<file path="src/rtl/tmr_irq_pkg.sv">
`timescale 1ns/1ps
package tmr_irq_pkg;

    // Sources ahead of and behind the compare channels in the flag word.
    localparam int unsigned FIXED_SRC = 2;
    localparam int unsigned CAP_POS   = 0;

    function automatic int unsigned flag_count(input int unsigned ch);
        return ch + FIXED_SRC;
    endfunction

    function automatic int unsigned ovf_pos(input int unsigned ch);
        return ch + 1;
    endfunction

    // Non-compare event strobes after tick qualification.
    typedef struct packed {
        logic cap;
        logic ovf;
    } fixed_set_t;

endpackage

</file>
<file path="src/rtl/tmr_cmp_delay.sv">
`timescale 1ns/1ps
module tmr_cmp_delay #(
    parameter int unsigned LAT = 1
) (
    input  logic clk,
    input  logic rst,
    input  logic tick,
    input  logic match_i,
    input  logic force_i,
    output logic set_o
);
    logic [LAT-1:0] stg_q;

    always_ff @(posedge clk) begin
        if (rst) begin
            stg_q <= '0;
        end else if (tick) begin
            stg_q[0] <= match_i & ~force_i;
            for (int k = 1; k < int'(LAT); k++) begin
                stg_q[k] <= stg_q[k-1];
            end
        end
    end

    assign set_o = tick & stg_q[LAT-1];
endmodule

</file>
<file path="src/rtl/tmr_flag_cell.sv">
`timescale 1ns/1ps
module tmr_flag_cell (
    input  logic clk,
    input  logic rst,
    input  logic set_i,
    input  logic clr_i,
    output logic q_o
);
    always_ff @(posedge clk) begin
        if (rst)        q_o <= 1'b0;
        else if (set_i) q_o <= 1'b1;
        else if (clr_i) q_o <= 1'b0;
    end
endmodule

</file>
<file path="src/rtl/tmr_irq_pick.sv">
`timescale 1ns/1ps
module tmr_irq_pick #(
    parameter int unsigned N    = 4,
    parameter int unsigned ID_W = 2
) (
    input  logic [N-1:0]    pend_i,
    output logic            any_o,
    output logic [ID_W-1:0] id_o
);
    always_comb begin
        any_o = |pend_i;
        id_o  = '0;
        for (int i = int'(N) - 1; i >= 0; i--) begin
            if (pend_i[i]) id_o = ID_W'(i);
        end
    end
endmodule

</file>
<file path="src/rtl/tmr_irq_flags.sv">
`timescale 1ns/1ps
module tmr_irq_flags
    import tmr_irq_pkg::*;
#(
    parameter int unsigned CMP_CH    = 2,
    parameter int unsigned MATCH_LAT = 1,
    localparam int unsigned NF       = flag_count(CMP_CH),
    localparam int unsigned ID_W     = $clog2(NF)
) (
    input  logic              clk,
    input  logic              rst,
    input  logic              tick,
    input  logic [CMP_CH-1:0] cmp_match,
    input  logic [CMP_CH-1:0] cmp_force,
    input  logic              cap_evt,
    input  logic              top_hit,
    input  logic              cap_is_top,
    input  logic              ovf_evt,
    input  logic              wr_en,
    input  logic [NF-1:0]     wr_data,
    input  logic [NF-1:0]     ack,
    input  logic [NF-1:0]     irq_en,
    input  logic              gie,
    output logic [NF-1:0]     flag_rd,
    output logic [NF-1:0]     irq_req,
    output logic              irq_any,
    output logic [ID_W-1:0]   irq_id
);
    localparam int unsigned OVF_IDX = ovf_pos(CMP_CH);

    fixed_set_t      fx;
    logic [NF-1:0]   set_v;
    logic [NF-1:0]   clr_v;

    always_comb begin
        fx.cap = tick & (cap_is_top ? top_hit : cap_evt);
        fx.ovf = tick & ovf_evt;
    end

    assign set_v[CAP_POS] = fx.cap;
    assign set_v[OVF_IDX] = fx.ovf;

    for (genvar g = 0; g < int'(CMP_CH); g++) begin : g_cmp
        tmr_cmp_delay #(.LAT(MATCH_LAT)) u_dly (
            .clk     (clk),
            .rst     (rst),
            .tick    (tick),
            .match_i (cmp_match[g]),
            .force_i (cmp_force[g]),
            .set_o   (set_v[g+1])
        );
    end

    assign clr_v = ({NF{wr_en}} & wr_data) | ack;

    for (genvar f = 0; f < int'(NF); f++) begin : g_flag
        tmr_flag_cell u_cell (
            .clk   (clk),
            .rst   (rst),
            .set_i (set_v[f]),
            .clr_i (clr_v[f]),
            .q_o   (flag_rd[f])
        );
    end

    assign irq_req = flag_rd & irq_en & {NF{gie}};

    tmr_irq_pick #(.N(NF), .ID_W(ID_W)) u_pick (
        .pend_i (irq_req),
        .any_o  (irq_any),
        .id_o   (irq_id)
    );
endmodule

</file>
<file path="config.mk">
export PLATFORM = sky130hd
export DESIGN_NAME = tmr_irq_flags
export DESIGN_NICKNAME = d
export VERILOG_FILES = /design/src/rtl/tmr_irq_pkg.sv /design/src/rtl/tmr_cmp_delay.sv /design/src/rtl/tmr_flag_cell.sv /design/src/rtl/tmr_irq_pick.sv /design/src/rtl/tmr_irq_flags.sv
export SDC_FILE = /design/constraint.sdc
export NUM_CORES = 1
export LEC_CHECK = 0
export BUFFER_PORTS_ARGS = -buffer_cell sky130_fd_sc_hd__buf_4
export CORE_AREA = 2 2 39 41
export DETAILED_ROUTE_END_ITERATION = 6
export DIE_AREA = 0 0 41 43
export PLACE_DENSITY = 0.65
export SLEW_MARGIN = 10
export SYNTH_ARGS = -nofsm -noshare
export SYNTH_HDL_FRONTEND = slang
export SYNTH_SLANG_ARGS = --single-unit
</file>
<file path="constraint.sdc">
create_clock -name clk -period 0.81 [get_ports clk]
set_input_delay 0.162 -clock clk [delete_from_list [all_inputs] [get_ports clk]]
set_output_delay 0.162 -clock clk [all_outputs]
set_load 0.005 [all_outputs]
</file>
Word level (Yosys, flattened, before mapping)
Cells that the tools add are included.

operators by class
  add/subtract/negate cells = 0
  multipliers = 0
  div/mod/pow operators = 0
  order comparisons = 0
  eq/ne operators = 0
  shift operators = 0
  mux-type cells = 13
  bitwise operators = 12
  reduce and logical (&&, ||, !) cells = 5

operators by type and width
  cell                number
  AND 4 bit           3
  2-to-1 mux 1 bit    9
  2-to-1 mux 2 bit    4
  nonzero test 2 bit  4
  AND 1 bit           6
  bitwise OR 4 bit    1
  OR reduction 4 bit  1
  inverter 1 bit      2

word-level totals
  register bits = 6
  latch bits = 0
  memory bits (writable) = 0
  bits in read-only memories = 0
  input port bits = 25
  word-level logic and storage cells = 36
  memories kept = 0

Depth between registers and ports, before layout
Gate-level depths: netlist of the first run.

  depth after elaboration = 6
  mapped depth = 3
  mapped depth without buffers = 3

Modules after synthesis
A second synthesis of the first run with hierarchy kept.

second synthesis, totals
  cell total of the unflattened synthesis = 44
  area total of the unflattened synthesis = 365.4 um^2

by module, submodules not included
  module         times used  cells an instance  area each (um^2)  seq. area each (um^2)
  tmr_flag_cell  4           4                  38.8              20.0
  tmr_cmp_delay  2           5                  48.8              20.0
  tmr_irq_flags  1           11                 77.6              0.0
  tmr_irq_pick   1           7                  35.0              0.0

Worst setup path after synthesis of the first run
No wires, ideal clock.

  path kind = flip-flop to output port
  from = register g_flag[1].u_cell.q_o
  to = output irq_id[1]
  data arrival time = 0.652 ns
  setup slack = -0.004 ns
  stages on the path, launching flop included = 4
  buffers on the path = 0
  cells stage by stage = dfxtp_1 > nand2_1 > nand2_1 > nor3_1

on the way
  longest elaborated chain between the ends = 4

RTL lines
  element                        line                 text
  from (decl)                    tmr_flag_cell.sv:7   output logic q_o
  from (signal assigned)         tmr_flag_cell.sv:10  if (rst) q_o <= 1'b0;
  from (signal assigned)         tmr_flag_cell.sv:11  else if (set_i) q_o <= 1'b1;
  from (signal assigned)         tmr_flag_cell.sv:12  else if (clr_i) q_o <= 1'b0;
  AND 4 bit (2 in a row)         tmr_irq_flags.sv:66  assign irq_req = flag_rd & irq_en & {NF{gie}};
  2-to-1 mux 2 bit (2 in a row)  tmr_irq_pick.sv:14   if (pend_i[i]) id_o = ID_W'(i);
  to (decl)                      tmr_irq_flags.sv:27  output logic [ID_W-1:0] irq_id

Every way passes these cells.

Worst setup path after layout of the first run
Same ends and word-level chain as after synthesis.

==> results.toml, run 1 <==
[global_route]
grt_pass1_vias = 411
grt_usage_pct = 13.39
antenna_found_initial = 0
grt_remaining_overflow = 0
grt_pass1_wl_um = 1545
grt_max_degree = 9

[floorplan]
initial_core_util_pct = 25.50
num_rows = 14
dieWidth_um = 41
io_pins = 36
core_sq_mm = 0.001384
die_h_um = 43
dieArea_sq_mm = 0.001763

[sta]
relSlewSlack_pct = 87.36
fin_ws_ns = -0.3758
timing.final.crit_period_ns = 1.186
setup_viol = 11
hold_viol_final = 0
maxSlewViolCount = 0
tightest_slew_ns = 0.1885
post-route-period-util_pct = 146.4
rsz0062_at_grt = "true"
fmax_mhz = 843.3
clock_skew_ns = 0.002401

[detailed_routing]
ant_nets = 0
detail_route.wl_per_cell_um = 11.92
firstDrtPassIters = 4
drt-total-wl_um = 1216
post-route-drc-count = 0
drt-vias-per-instance = 4.765
drtIter0Drc = 9
vias = 486

[clock_network]
clk_latency_ns = 0.24
cts.sinks = 6
path_clk_slew_ns = 0.05
cts_tree = "done"
htree_levels = 1
clock-root-buffer = "clkbuf_4"
numCtsBuffers = 3
cts_max_path_buffers = 2

[synthesis]
synth_cells = 47
synth_area_sq_um = 352.8
synth-seq-area-share_pct = 34.04
yosysWarnings = 0
yosys.area.top_type = "dfxtp_1"
syn_area_per_cell_sq_um = 7.507
synth_cell_type_count = 17
ys_ff_latch = 6
synth_top_area_share_pct = 34.04
synth_nets = 72
synth_area_leaders = "dfxtp_1 (34%), buf_4 (8.5%), nand2_1 (8.5%), a32oi_1 (7.4%), nor2_1 (6.4%)"

[worst_setup_path]
path_class = "flip-flop to primary output"
critPathCaptureType = "primary output"
worstPathArrival_ns = 1.02
cp.required_ns = 0.65
cp-start-kind = "flip-flop"
critPathMaxFanout = 4
r2r_cells = 3

[placed_design]
portBuffers = 35
dp_hpwl_um = 902
place_area_sq_um = 635.6
routabilityCongestion = 0.6106

[power_and_ir_drop]
p_per_area_mw_per_mm2 = 1094
p_comb_share_pct = 26.4
seqPwrFrac_pct = 39.7
p_sw_share_pct = 23.95
p_clk_share_pct = 33.9
internal_power_w = 0.0006162
vdd_drop_max_mv = 0.5074
total_power_w = 0.0008103
power.switching_w = 0.0001941
power_leakage_nw = 0.3827

[layout]
n_antenna_cell = 0
drive_above_1_share_pct = 65.12
postLayoutCellArea_sq_um = 740.7
area_growth_pct = 109.9
fin_nets = 113

[run]
drv_cap = 0

[status]
failed_checks = "negative setup slack"
status = "finished, violations left"

[hold_path]
hold_class = "input port to flip-flop"
worstHoldPathCells = 2
==> worst paths after layout <==
check | from | to | slack (ns)
worst max-delay path | g_flag[1].u_cell.q_o | irq_id[1] | -0.38
worst min-delay path | rst | g_flag[1].u_cell.q_o | 0.12
worst min register to register | g_cmp[1].u_dly.stg_q | g_cmp[1].u_dly.stg_q | 0.49
worst max register to register | g_flag[1].u_cell.q_o | g_flag[1].u_cell.q_o | 0.02
==> cells in the final DEF (no fill, tap or decap), types with 3 or more instances in the layout <==
cell	Yosys	final
dfxtp_2	0	4
inv_1	5	5
nand2_1	8	5
buf_4	4	32
nor2_1	6	4
a21oi_1	3	3
clkbuf_4	0	3
buf_6	0	8
==> layer usage <==
layer / GRT usage, % / share of wire, % / up-vias
met1: 10.71 / 31 / 220
met3: 7.330 / 12 / 2
met5: 0 / 0 / -
li1: - / - / 238
met2: 24.06 / 56 / 26
met4: 6.000 / 0.66 / 0
==> final cells by class <==
class	count	area, sq um
tap	16	20.02
timing repair buffer	40	330.3
fill	133	643.1
inverter	5	18.77
multi-input combinational	32	224.0
sequential	6	125.1
clock buffer	3	22.52
==> what timing repair did <==
item,CTS,global route
buffers inserted,2,0
gates resized for setup,13,10
gates cloned,0,0
endpoints found under the setup margin,11,13
hold buffers,0,0
pin swaps,3,5
==> through the flow <==
| step | hold slack (ns) | worst slack [ns] | instances | util [%] | setup TNS, ns |
|---|---|---|---|---|---|
| 6_report | 0.1209 | -0.3758 | 102 | 53.53 | -2.687 |
| 5_1_grt | 0.1314 | -0.4250 | 102 | 53.53 | -3.131 |
| 4_1_cts | 0.1242 | -0.3551 | 103 | 51.36 | -2.827 |
| 3_5_place_dp | 0.3888 | -0.1251 | 98 | 45.93 | -0.4491 |
| 3_3_place_gp | 0.3862 | -0.1190 | 98 | 45.93 | -0.4249 |
| 2_1_floorplan | 0.2311 | -0.004075 | 47 | - | -0.004075 |
==> logic make-up (layout without fill, tap and decap cells) <==
kind of cell / count (synthesis) / count (layout) / share of synthesized area [%]
muxes: 1 / 1 / 4.254
buffers and inverters: 9 / 48 / 13.83
and+or+nand+nor: 21 / 21 / 27.30
DFF: 6 / 6 / 34.04
AOI/OAI and AO/OA: 10 / 10 / 20.57
==> registers in the layout (all words and copies together) (netlist names) <==
name,cells
g_cmp.u_dly.stg_q,2
g_flag.u_cell.q_o,4
==> cell usage after synthesis (all sizes together) <==
library cell and count:
buf 4, inv 5, nand2 8, nand2b 2, nand3 1, a211oi 1
and3 1, dfxtp 6, nor3 1, nand3b 2, a31oi 1, a32o 1
a22oi 1, a32oi 3, mux2 1, a21oi 3, nor2 6
==> worst max-delay path, cell delays in order (launching register included) <==
cell and delay [ns]:
dfxtp_2 0.33, nand2_4 0.08, nand2_1 0.06, nor3_1 0.17, buf_4 0.14
==> power by group through the flow <==
stage / registers (W) / logic (W) / clock network [W]
global route: 0.000322 / 0.000232 / 0.000301
global placement: 0.000320 / 0.000187 / 0
CTS: 0.000318 / 0.000203 / 0.000287
floorplan: 0.000319 / 0.0000573 / 0
detailed placement: 0.000320 / 0.000190 / 0
finish: 0.000322 / 0.000214 / 0.000274
Power figures use the tool's default switching activity.
==> run 2, diff against run 1 <==
--- a/config.mk
+++ b/config.mk
@@ -5,11 +5,12 @@
 export SDC_FILE = /design/constraint.sdc
 export NUM_CORES = 1
 export LEC_CHECK = 0
+export ABC_AREA = 1
 export BUFFER_PORTS_ARGS = -buffer_cell sky130_fd_sc_hd__buf_4
 export CORE_AREA = 2 2 39 41
 export DETAILED_ROUTE_END_ITERATION = 6
 export DIE_AREA = 0 0 41 43
-export PLACE_DENSITY = 0.65
+export PLACE_DENSITY = 0.67
 export SLEW_MARGIN = 10
 export SYNTH_ARGS = -nofsm -noshare
 export SYNTH_HDL_FRONTEND = slang
==> run 2 against run 1 <==
  * The flow still finishes with violations (negative setup slack)
  * Sequential cell count did not move
  * Area after synthesis rose by 5.7%
  * Global-route usage rose by 1.1 points
  * Critical endpoint is now irq_id[0]
  * Combinational power rose by 4%
  * First-iteration DRC count fell by 100%
  * Via count fell by 0.62%
==> results.toml, run 2 <==
[clock_network]
cts_max_path_buffers = 2
path_clk_slew_ns = 0.05
cts_tree = "done"
numCtsBuffers = 3
clk_latency_ns = 0.24
clock-root-buffer = "clkbuf_4"
htree_levels = 1
cts.sinks = 6

[global_route]
grt_remaining_overflow = 0
grt_usage_pct = 14.49
antenna_found_initial = 0
grt_max_degree = 9
grt_pass1_wl_um = 1704
grt_pass1_vias = 454

[status]
status = "finished, violations left"
failed_checks = "negative setup slack"

[floorplan]
io_pins = 36
dieWidth_um = 41
initial_core_util_pct = 26.94
num_rows = 14
die_h_um = 43
core_sq_mm = 0.001384
dieArea_sq_mm = 0.001763

[detailed_routing]
drt-vias-per-instance = 4.313
post-route-drc-count = 0
vias = 483
ant_nets = 0
drt-total-wl_um = 1094
drtIter0Drc = 0
detail_route.wl_per_cell_um = 9.768
firstDrtPassIters = 1

[sta]
worst_hold_slack_ns = 0.1050
maxSlewViolCount = 0
rsz0062_at_grt = "true"
hold_viol_final = 0
relSlewSlack_pct = 89.56
setup_viol = 11
tightest_slew_ns = 0.1549
fin_ws_ns = -0.3565
fmax_mhz = 857.2
post-route-period-util_pct = 144.0
clock_skew_ns = 0.005008
timing.final.crit_period_ns = 1.167

[placed_design]
routabilityCongestion = 0.7265
dp.cells = 108
portBuffers = 35
place_ws_ns = -0.1201
dp_hpwl_um = 868.2

[worst_setup_path]
r2r_slack_ns = 0.03
cp.required_ns = 0.65
cp-endpoint = "irq_id[0]"
cp-start-kind = "flip-flop"
worstPathArrival_ns = 1.00
r2r-end = "g_flag[0].u_cell.q_o"
cpMaxStageDelayCell = "dfxtp_2"
crit_buf_inv = 2
r2r_start = "g_flag[0].u_cell.q_o"
cpMostUsedCell = "nor2_2"
path_class = "flip-flop to primary output"
cpPeakStageDelay_ns = 0.33
r2r_cells = 4
cp.depth = 6
crit_chain = "nand2_2 -> inv_4 -> nor2_4 -> nor2_2 -> nor2_2 -> buf_4"
cp-startpoint = "g_flag[2].u_cell.q_o"
critPathMaxFanout = 2
critPathCaptureType = "primary output"
cp_top_family = "flip-flops"

[synthesis]
muxShareOfSynthArea_pct = 0
synth-seq-area-share_pct = 32.21
yosys.area.top_type = "dfxtp_1"
synthAdderAreaFrac_pct = 0
ys_ff_latch = 6
synthMostInstantiatedCell = "nand2_1"
synth_area_sq_um = 372.9
synthArstFlopShare_pct = 0
synth_cell_type_count = 13
synthSimpleGateAreaFrac_pct = 36.24
synth_cells = 56
synth_top_area_share_pct = 32.21
synth_edf_count = 0
synth_top_cells_by_count = "nand2_1 (14), inv_1 (10), a21oi_1 (7)"
yosysWarnings = 0
synth_nets = 81
synth_area_leaders = "dfxtp_1 (32%), nand2_1 (14%), inv_1 (10%), a21oi_1 (9.4%), buf_4 (8.1%)"
synth_compound_area_share_pct = 12.08
synth-xor-area-share_pct = 0
ys.flop_type = "dfxtp_1"
synth_top_family_by_area = "simple AND/OR/NAND/NOR gates"
syn_area_per_cell_sq_um = 6.658

[power_and_ir_drop]
vdd_drop_max_mv = 0.6389
p_sw_share_pct = 23.51
p_per_area_mw_per_mm2 = 1066
total_power_w = 0.0008178
p_comb_share_pct = 27.2
seqPwrFrac_pct = 39.5
power_leakage_nw = 0.4263
p_clk_share_pct = 33.2
internal_power_w = 0.0006255
power.switching_w = 0.0001923

[layout]
fin_nets = 123
final_common_cell = "buf_4"
n_fill_cell = 137
multiInputGateArea_sq_um = 209.0
n_antenna_cell = 0
drive_above_1_share_pct = 62.50
regArea_sq_um = 125.1
top_regs = "g_flag.u_cell.q_o (4), g_cmp.u_dly.stg_q (2)"
largest_reg_flops = 4
layout_common_cells = "buf_4 (31), nand2_1 (12), buf_6 (10)"
area_growth_pct = 105.7
top_register = "g_flag.u_cell.q_o"
fin_cells = 112

[run]
drv_cap = 0

[hold_path]
hold_class = "input port to flip-flop"
run 2: cell count changes in the layout (fill, tap and decap cells not counted), sizes merged, moves of 2 or more:
cell and change:
a32oi -3, o21ai +2, nor2 -3, nand2 +6, a21oi +4, inv +5
nand3 +3, nand2b -2, nand3b +2
run 2: kinds of logic after synthesis:
kind of cell	count (synthesis)
buffers and inverters	15
AOI/OAI and AO/OA	9
DFF	6
and+or+nand+nor	26
run 2: cell type report:
type                    count  area share (%)
clock buffers               3           2.936
inverters                  11           5.873
multi-input cells          35           27.24
flip-flops and latches      6           16.31
well taps                  16           2.610
repair buffers             41           45.02
run 2: repair_timing:
action / 4_1_cts / 5_1_grt
gates resized for setup: 17 / 6
pin swaps: 3 / 1
buffers inserted: 0 / 1
hold buffers: 0 / 0
setup endpoints to repair: 11 / 11
run 2: routing by layer:
layer  wire length, um  track usage [%]  part of all wire [%]
met3               112            6.283                    10
met5                 0                0                     0
met2               575            25.00                    53
met1               406            13.92                    37
met4                 0            6.000                     0
run 2: power by group through the flow:
| stage | sequential (W) | combinational, W | clock (W) |
|---|---|---|---|
| floorplan | 0.000325 | 0.0000603 | 0 |
| global placement | 0.000325 | 0.000195 | 0 |
| detailed placement | 0.000325 | 0.000198 | 0 |
| CTS | 0.000323 | 0.000213 | 0.000279 |
| global route | 0.000325 | 0.000247 | 0.000297 |
| finish | 0.000323 | 0.000223 | 0.000272 |
run 2: worst min path at each step:
stage | startpoint | endpoint | slack, ns | cells past startpoint
final | rst | g_flag[1].u_cell.q_o | 0.11 | 2
after global routing | rst | g_flag[0].u_cell.q_o | 0.10 | 2
after CTS | rst | g_flag[1].u_cell.q_o | 0.10 | 2
after detailed placement | rst | g_flag[3].u_cell.q_o | 0.36 | 2
after global placement | rst | g_flag[3].u_cell.q_o | 0.36 | 2
after floorplan | rst | g_flag[3].u_cell.q_o | 0.22 | 1
run 2: through the flow:
step / instance area [sq um] / TNS, ns / util (%)
after floorplan: 377.9 / -0.0006284 / -
after global placement: 668.1 / -0.3007 / 48.28
after global routing: 767.0 / -3.021 / 55.43
after detailed placement: 668.1 / -0.3984 / 48.28
after CTS: 740.7 / -2.573 / 53.53
final: 767.0 / -2.528 / 55.43
==> run 3, diff against run 2 <==
--- a/config.mk
+++ b/config.mk
@@ -7,9 +7,9 @@
 export LEC_CHECK = 0
 export ABC_AREA = 1
 export BUFFER_PORTS_ARGS = -buffer_cell sky130_fd_sc_hd__buf_4
-export CORE_AREA = 2 2 39 41
+export CORE_AREA = 4 4 41 43
 export DETAILED_ROUTE_END_ITERATION = 6
-export DIE_AREA = 0 0 41 43
+export DIE_AREA = 0 0 45 47
 export PLACE_DENSITY = 0.67
 export SLEW_MARGIN = 10
 export SYNTH_ARGS = -nofsm -noshare
==> run 3 against run 2 <==
  * The run still ends with negative setup slack left
  * Fmax is 0.22% higher
  * First-iteration DRC count rose by 4
  * Sequential share of layout area shrank 0.22 points
  * Critical path depth is 1 lower
  * Setup slack better by 0.0025 ns
  * Cell count rose by 1.8%
  * Total power is 1.3% higher
  * Non-clock buffer count grew 3
  * Global-route usage down 3.6 points
  * Register-to-register slack lost 0.15 ns
  * Worst hold slack lost 0.0088 ns
==> results.toml, run 3 (synthesis gave the netlist of run 2 again) <==
[status]
status = "finished, violations left"
failed_checks = "negative setup slack"

[layout]
fin_nets = 126
area_growth_pct = 112.8
multiInputGateArea_sq_um = 202.7
drive_above_1_share_pct = 63.64
postLayoutCellArea_sq_um = 793.3
layout_common_cells = "buf_4 (31), nand2_1 (13), buf_6 (13)"
final_common_cell = "buf_4"
top_register = "g_flag.u_cell.q_o"
n_antenna_cell = 0
n_fill_cell = 114
utilization_pct = 60.96
largest_reg_flops = 4
fin_cells = 114
top_regs = "g_flag.u_cell.q_o (4), g_cmp.u_dly.stg_q (2)"
regArea_sq_um = 127.6

[worst_setup_path]
crit_buf_inv = 2
cp.required_ns = 0.65
cpMaxStageDelayCell = "dfxtp_2"
crit_chain = "nand2_1 -> inv_2 -> nand2_2 -> a21oi_2 -> buf_4"
path_class = "flip-flop to primary output"
cpPeakStageDelay_ns = 0.31
critPathMaxFanout = 3
critPathCaptureType = "primary output"
worstPathArrival_ns = 1.00
cp-start-kind = "flip-flop"
cp_top_family = "flip-flops"

[detailed_routing]
drt-vias-per-instance = 4.430
drtIter0Drc = 4
vias = 505
ant_nets = 0
post-route-drc-count = 0
drt-total-wl_um = 1185
firstDrtPassIters = 4
detail_route.wl_per_cell_um = 10.39

[sta]
setup_viol = 12
fmax_mhz = 859.1
tns_ns = -2.827
timing.final.crit_period_ns = 1.164
hold_viol_final = 0
tightest_slew_ns = 0.1449
rsz0062_at_grt = "true"
clock_skew_ns = 0.0007324
post-route-period-util_pct = 143.7
maxSlewViolCount = 0
relSlewSlack_pct = 90.23
fin_ws_ns = -0.3540

[clock_network]
cts_max_path_buffers = 2
cts.sinks = 6
postCtsHoldBufs = 0
numCtsBuffers = 3
path_clk_slew_ns = 0.04
cts_tree = "done"
clk_latency_ns = 0.24
clock-root-buffer = "clkbuf_4"
htree_levels = 1

[power_and_ir_drop]
power_leakage_nw = 0.4347
p_per_area_mw_per_mm2 = 1044
power.switching_w = 0.0001941
vdd_drop_max_mv = 0.7548
p_sw_share_pct = 23.43
p_clk_share_pct = 32.9
seqPwrFrac_pct = 38.9
internal_power_w = 0.0006342
p_comb_share_pct = 28.2

[floorplan]
num_rows = 13
die_h_um = 47
initial_core_util_pct = 28.65
io_pins = 36
dieArea_sq_mm = 0.002115
dieWidth_um = 45
core_sq_mm = 0.001301

[global_route]
grt_pass1_vias = 418
grt_remaining_overflow = 0
grt_max_degree = 9
grt_pass1_wl_um = 1607
antenna_found_initial = 0
grt_usage_pct = 10.93

[placed_design]
portBuffers = 35
place_area_sq_um = 666.9
dp.cells = 107
dp_hpwl_um = 923.2
routabilityCongestion = 0.7117
place_ws_ns = -0.1194

[run]
drv_cap = 0

[hold_path]
hold_class = "input port to flip-flop"
run 3: cell count changes in the layout (fill, tap and decap cells not counted), sizes merged:
cell	delta
buf	+3
run 3: power groups by stage:
stage / Clock, W / Combinational [W] / Sequential, W
2_1_floorplan: 0 / 0.0000603 / 0.000325
3_3_place_gp: 0 / 0.000194 / 0.000325
3_5_place_dp: 0 / 0.000196 / 0.000325
4_1_cts: 0.000282 / 0.000211 / 0.000323
5_1_grt: 0.000295 / 0.000254 / 0.000323
6_report: 0.000273 / 0.000233 / 0.000322
run 3: path summary, 6_finish.rpt:
path / start / cells past startpoint / slack (ns) / to
setup / recovery: g_flag[2].u_cell.q_o / 5 / -0.35 / irq_id[1]
hold / removal: rst / 2 / 0.1 / g_flag[3].u_cell.q_o
setup reg to reg: g_flag[3].u_cell.q_o / 5 / -0.12 / g_flag[3].u_cell.q_o
hold reg to reg: g_cmp[1].u_dly.stg_q / 2 / 0.44 / g_flag[2].u_cell.q_o
run 3: area by class of cell:
cell class | instances | share of cell area [%]
multi-input combinational | 35 | 25.55
clock buffer | 3 | 2.839
sequential | 6 | 16.09
timing repair buffer | 44 | 47.79
inverter | 11 | 5.363
tap | 15 | 2.366
run 3: timing repair:
action	4_1_cts	5_1_grt
setup endpoints to repair	11	11
resized for setup	17	8
pin swaps	2	3
setup buffers	0	5
run 3: routing by layer:
metal	wire length [um]	global-route usage (%)	share of wire, %
met1	450	10.53	38
met4	25	8.772	2.1
met3	158	3.065	13
met2	550	19.49	46
met5	0	0	0
run 3: through the flow:
stage          hold slack, ns  total power [W]
5_1_grt               0.09993        0.0008719
3_3_place_gp           0.3539        0.0005190
3_5_place_dp           0.3596        0.0005212
6_report              0.09621        0.0008283
4_1_cts               0.09801        0.0008162
2_1_floorplan          0.2237        0.0003855
